==> src/rtl/tx_fifo_status.sv <==
module tx_fifo_status #(
  parameter int DEPTH = 64,
  parameter int DW    = 8,
  parameter int FW    = 4
) (
  input  logic                       clk,
  input  logic                       rst_n,
  input  logic                       byte_start,
  input  logic                       wr_en,
  input  logic [DW-1:0]              wr_data,
  input  logic                       rd_en,
  output logic [DW-1:0]              rd_data,
  output logic                       rd_valid,
  input  logic                       tx_active,
  input  logic                       in_idle,
  input  logic                       flush,
  input  logic                       sleep,
  output logic [FW-1:0]              free_field,
  output logic [$clog2(DEPTH):0]     fill_level,
  output logic                       full,
  output logic                       empty,
  output logic                       underflow,
  output logic                       overflow
);
  localparam int AW   = $clog2(DEPTH);
  localparam int PW   = AW + 1;
  localparam int FMAX = (1 << FW) - 1;

  logic [DW-1:0] mem [DEPTH];
  logic [PW-1:0] wptr, rptr, free_cnt;
  logic          flush_ok, clear, do_wr, do_rd;
  logic [FW-1:0] free_sat;

  assign fill_level = wptr - rptr;
  assign empty      = (wptr == rptr);
  assign full       = (fill_level == PW'(DEPTH));
  assign flush_ok   = flush && (in_idle || underflow);
  assign clear      = sleep || flush_ok;
  assign do_wr      = wr_en && !full && !clear;
  assign do_rd      = rd_en && !empty && !clear;
  assign free_cnt   = PW'(DEPTH) - fill_level;
  assign free_sat   = (free_cnt > PW'(FMAX)) ? FW'(FMAX) : free_cnt[FW-1:0];

  always_ff @(posedge clk)
    if (do_wr) mem[wptr[AW-1:0]] <= wr_data;

  always_ff @(posedge clk or negedge rst_n)
    if (!rst_n) begin
      wptr <= '0;
      rptr <= '0;
    end else if (clear) begin
      wptr <= '0;
      rptr <= '0;
    end else begin
      if (do_wr) wptr <= wptr + 1'b1;
      if (do_rd) rptr <= rptr + 1'b1;
    end

  always_ff @(posedge clk or negedge rst_n)
    if (!rst_n) begin
      rd_valid <= 1'b0;
      rd_data  <= '0;
    end else begin
      rd_valid <= do_rd;
      if (do_rd) rd_data <= mem[rptr[AW-1:0]];
    end

  always_ff @(posedge clk or negedge rst_n)
    if (!rst_n) begin
      underflow <= 1'b0;
      overflow  <= 1'b0;
    end else if (flush_ok) begin
      underflow <= 1'b0;
      overflow  <= 1'b0;
    end else if (!sleep) begin
      if (rd_en && empty && tx_active) underflow <= 1'b1;
      if (wr_en && full) overflow <= 1'b1;
    end

  always_ff @(posedge clk or negedge rst_n)
    if (!rst_n) free_field <= FW'(FMAX);
    else if (byte_start) free_field <= free_sat;
endmodule

==> config.mk <==
export PLATFORM = sky130hd
export DESIGN_NAME = tx_fifo_status
export DESIGN_NICKNAME = d
export VERILOG_FILES = /design/src/rtl/tx_fifo_status.sv
export SDC_FILE = /design/constraint.sdc
export NUM_CORES = 1
export LEC_CHECK = 0
export BUFFER_PORTS_ARGS = -buffer_cell sky130_fd_sc_hd__buf_2
export CAP_MARGIN = 10
export CORE_AREA = 2 2 251 253
export DETAILED_ROUTE_END_ITERATION = 10
export DIE_AREA = 0 0 253 255
export PLACE_DENSITY = 0.56
export SYNTH_ARGS = -nofsm -noshare
export SYNTH_HDL_FRONTEND = slang
export SYNTH_SLANG_ARGS = --single-unit
==> constraint.sdc <==
create_clock -name clk -period 4.65 [get_ports clk]
set_input_delay 0.465 -clock clk [delete_from_list [all_inputs] [get_ports clk]]
set_output_delay 0.465 -clock clk [all_outputs]
set_load 0.02 [all_outputs]
======== Word-level counts from Yosys, hierarchy flattened ========
Memories as Yosys holds them, arrays and structs flattened. A register that Yosys moved wholly into a read port is not among the register bits.
Index checks and enable logic that the tools add are counted.
Widths: inputs -> output; s select.
operators by class
  add/sub/neg operators ................... 4
  order comparisons ....................... 1
  equal/unequal tests ..................... 3
  muxes and demuxes ....................... 13
  reductions and logical operators ........ 20
operators by type and width
  cell                 number
  $mux 7               4
  $add 7x1->7 const B  2
  $logic_and 1x1->1    8
  $mux 1               8
  $reduce_bool 2->1    4
  $eq 7x7->1           1
  $eq 7x7->1 const B   1
  $gt 7x4->1 const B   1
  $sub 7x7->7          1
  $sub 7x7->7 const A  1
  $logic_not 1->1      4
  $mux 4               1
  $reduce_and 2->1     2
  $logic_or 1x1->1     2
  $ne 2x1->1 const B   1
storage, ports and cells
  flip-flop bits (word level) ............. 21
  RAM bits ................................ 512
  bits of input ports ..................... 17
  output and inout port bits .............. 24
  logic and storage cells ................. 48
  memories ................................ 1
memories
  memory  depth  width  rd ports  clocked after memory_dff  wr ports  line  text
  mem     64     8      1         1                         1         29    logic [DW-1:0] mem [DEPTH];

======== Depth between registers and ports, before layout ========
  depth after elaboration ................. 7
  mapped depth ............................ 16
  gate-level depth less buffers ........... 12

======== Worst setup path before layout ========
Ideal clock, no wire load.
  path kind ............................... register to register
  start ................................... reg rptr[1]
  end ..................................... mem mem[54][0], enable pin
  setup time .............................. 0.370 ns
  data arrival time ....................... 3.841 ns
  data required time ...................... 4.280 ns
  slack ................................... 0.438 ns
  cell stages (with the launch flop) ...... 15
  buffers on the path ..................... 5
  period minus slack after synthesis ...... 4.212 ns
  cell sequence ........................... dfrtp_1 -> buf_2 -> buf_2 -> clkbuf_1 -> buf_4 -> buf_2 -> inv_1 -> fa_1 -> a211oi_2 -> nor2_1 -> nor2b_1 -> nor4_1 -> a211oi_2 -> nand3_1 -> nor2_1
on the way
  longest elaborated chain between the ends .. 7
ends and longest elaborated chain
  what                             line  text
  start: declaration               30    logic [PW-1:0] wptr, rptr, free_cnt;
  start signal: assignment         56    if (do_rd) rptr <= rptr + 1'b1;
  $sub 7x7->7                      34    assign fill_level = wptr - rptr;
  net fill_level[4]                19    output logic [$clog2(DEPTH):0] fill_level,
  $eq 7x7->1                       36    assign full = (fill_level == PW'(DEPTH));
  $logic_not 1->1                  39    assign do_wr = wr_en && !full && !clear;
  $logic_and 1x1->1 (2 in series)  39
  $mux 1                           45    if (do_wr) mem[wptr[AW-1:0]] <= wr_data;
  $mux 1 (not written as such)     45
  end: declaration                 29
The timed path passes the listed nets, and every way through them passes these cells.

======== Worst setup path after layout ========
  start ................................... reg wptr[0]
  end ..................................... mem mem[50][0], enable pin
on the way
  longest elaborated chain between the ends .. 7
ends and longest elaborated chain
  what                             line  text
  start: declaration               30
  start signal: assignment         55    if (do_wr) wptr <= wptr + 1'b1;
  $sub 7x7->7                      34
  $eq 7x7->1                       36
  $logic_not 1->1                  39
  $logic_and 1x1->1 (2 in series)  39
  $mux 1                           45
  $mux 1 (not written as such)     45
Several ways; a longest one is shown, not always the timed one.

==> results.md <==
* Clk network pwr share at 0.405
* Mapped Area at approximately 21000 sq um
* Fin Setup TNS at 0 ns
* CTS tree: done
* Routed vias at between 10000 and 15000
* Final setup viols at 0
* Register bit total from synthesis at ~540
* Die area at 64500 sq um
* Worst-Margin Slew at a little over 0.9 ns
* Pleak at between 7 and 8 nW
* GRT Total Usage at 0.152
* Min Clock Period, post-route at slightly above 4 ns
* Max cap viols at 0
* Yosys Warn Count at 0
* Routability cong. at between 0.7 and 0.8
* Drt drc at 0
* CTS max path bufs at 3
* First-pass GRT wire length at a little over 70000 um
* Initial drt markers at between 1000 and 1500
* Commonest non-fill, non-tap cell in the layout: edfxtp_1
* Worst IR Drop VDD at between 0.3 and 0.4 mV
* Skew final at ~0.022 ns
* Reg power frac at 0.529
* Worst min path class: primary input to flip-flop
* Seq/Total Area, Yosys at 0.750
* Critical path class: flip-flop to flip-flop
* Cell area power density at between 400 and 500 nW/um^2
* Layout cells sized above 1 at 0.252
* Initial Util at 0.346
* Relative slew slack at 0.378
* Fin util at 0.391
* CP endpoint kind: flip-flop
* Sw frac at 0.217
* Mean area per synthesized cell at slightly above 20 sq um
* Status: finished, final reports clean
* Commonest cells after routing, fill and taps aside: edfxtp_1, mux4_2, nor2_1
* Crit-path max FO at 9
* Area Overhead vs Synth at 13.1%
* Synth unique cells at 48
* Logic pwr share at 0.066
* Syn Inst Count at ~1000
* Die W at ~250 um
* CP startpoint kind: flip-flop
* Num CTS Buffers at 54
* Routed Antenna Nets at 0
* Number of core rows at just over 90
* Psw at 2.23 mW
* Post-synth ARST share at 0.0536
* Fin. max-slew vios at 0
* RSZ-0062 raised after global routing: false
* Worst EP arrival at between 4 and 5 ns
* PostCTS Resize Cnt at 0
* Internal power at 8.02 mW
* Max Freq at 0.244 GHz
* Antenna violations before repair at 0
* DR WL/cell at 24.7 um
* Count of nets after finishing at around 1100
* Pin count of the biggest net entering global routing at 132
* Core Area at roughly 62000 sq um
* Setup Buffers After CTS at 0
* # IOs at between 40 and 50
* Htree depth at 2
* Hold buffer count at CTS at 1
* Syn Nets at 1069
* CTS Sinks at 541
* Fin crit share at 0.880
* DR vias/cell at ~5.2
* First-pass detailed-route iteration total at 5
* Total wire length at just under 50000 um
* Clk_lat worst skew at 0.60 ns
* Overflow after GRT at 0
* DIE HEIGHT at ~260 um
* Root Buffer: clkbuf_16
* Final hold vios at 0
* DP HPWL at between 20000 and 30000 um
* Vias in the first global route at around 11000
* I/O Buffers at 40
* Clock slew at reported path FFs at about 0.060 ns
* Required time of the critical path at slightly below 5 ns
* Synth Flop Type: edfxtp_1
* EDFF count, synth at roughly 500
==> logic make-up after synthesis <==
logic type	share of synthesized area
XOR/XNOR	0.00524
buffers and inverters	0.0139
adder cells (fa/ha/maj)	0.00676
flip-flops	0.750
AND/OR/NAND/NOR	0.0344
AO/OA/AOI/OAI	0.0235
multiplexers	0.166
==> worst max-delay path: stages (launching register included) <==
cell	delay (ns)
dfrtp_1	0.47
inv_1	0.09
ha_1	0.16
inv_1	0.05
fa_1	0.41
a211oi_2	0.26
nor2_1	0.10
nor2b_1	0.32
nor4_1	0.18
a211oi_2	0.36
nand2_1	0.54
nor2_1	0.77
==> area by class of cell <==
| type | count | area [sq um] |
|---|---|---|
| fill | 5521 | 37900 |
| sequential | 541 | 16100 |
| multi-input combinational | 439 | 5070 |
| clock buffer | 64 | 1410 |
| tap | 799 | 1000 |
| timing repair buffer | 59 | 370 |
| clock inverter | 32 | 267 |
| inverter | 15 | 56.3 |
| antenna | 1 | 2.50 |
==> routing by layer <==
layer	vias to the layer above	share of wire	global-route usage	wire length, um
met5	-	0	0	0
met4	0	0.016	0.0343	770
met3	53	0.056	0.0234	2680
met2	305	0.49	0.253	23500
met1	5411	0.44	0.211	21100
li1	4444	-	-	-
==> Yosys cell counts (5+ instances only) <==
cell	count	area share
a21oi_1	18	0.0042
a22o_1	8	0.0033
buf_1	5	0.00087
buf_2	16	0.0037
buf_4	5	0.0017
clkbuf_1	16	0.0028
dfrtp_1	25	0.029
edfxtp_1	512	0.72
ha_1	10	0.0058
inv_1	14	0.0024
mux2i_1	33	0.015
mux4_2	144	0.15
nand2_1	16	0.0028
nand3_1	13	0.0030
nor2_1	93	0.016
nor2b_1	7	0.0020
nor3_1	12	0.0028
o21ai_0	7	0.0016
o22ai_1	16	0.0047
or3_1	6	0.0017
xnor2_1	8	0.0033
==> flip-flops by register name, summed over array words and instances, names as in the netlist <==
| name | flops |
|---|---|
| mem | 512 |
| wptr | 7 |
| rptr | 7 |
| free_field | 4 |
| rd_valid | 1 |
| overflow | 1 |
| rd_data | 8 |
| underflow | 1 |
==> power by group through the flow <==
stage	clock network [mW]	registers [mW]	logic [mW]
finish	4.15	5.42	0.675
global route	4.44	5.43	0.734
CTS	4.25	5.42	0.688
detailed placement	0	5.52	0.686
global placement	0	5.52	0.682
floorplan	0	5.58	0.365
==> metrics by stage <==
stage | instance area (sq um) | power [mW] | hold slack (ns) | setup slack [ns] | cells
floorplan | 21500 | 5.94 | 0.169 | 0.438 | 1041
global placement | 22600 | 6.20 | 0.480 | 0.703 | 1852
detailed placement | 22600 | 6.21 | 0.496 | 0.552 | 1852
CTS | 24300 | 10.4 | 0.0448 | 0.545 | 1949
global route | 24300 | 10.6 | 0.0872 | 0.244 | 1949
finish | 24300 | 10.2 | 0.0728 | 0.558 | 1950
==> path summary, 6_finish.rpt <==
path | from | endpoint | slack [ns] | cells after the start
worst max-delay path | wptr[0]$_DFFE_PN0P_ | mem[50][0]$_DFFE_PP_ | 0.56 | 11
worst max register to register | wptr[0]$_DFFE_PN0P_ | mem[50][0]$_DFFE_PP_ | 0.56 | 11
min in group asynchronous | rst_n | underflow$_DFFE_PN0P_ | 0.48 | 2
worst min register to register | overflow$_DFFE_PN0P_ | overflow$_DFFE_PN0P_ | 0.51 | 1
max in group asynchronous | rst_n | rptr[0]$_DFFE_PN0P_ | 3.57 | 2
worst min-delay path | flush | underflow$_DFFE_PN0P_ | 0.07 | 2
(Power assumes the default switching activity.)
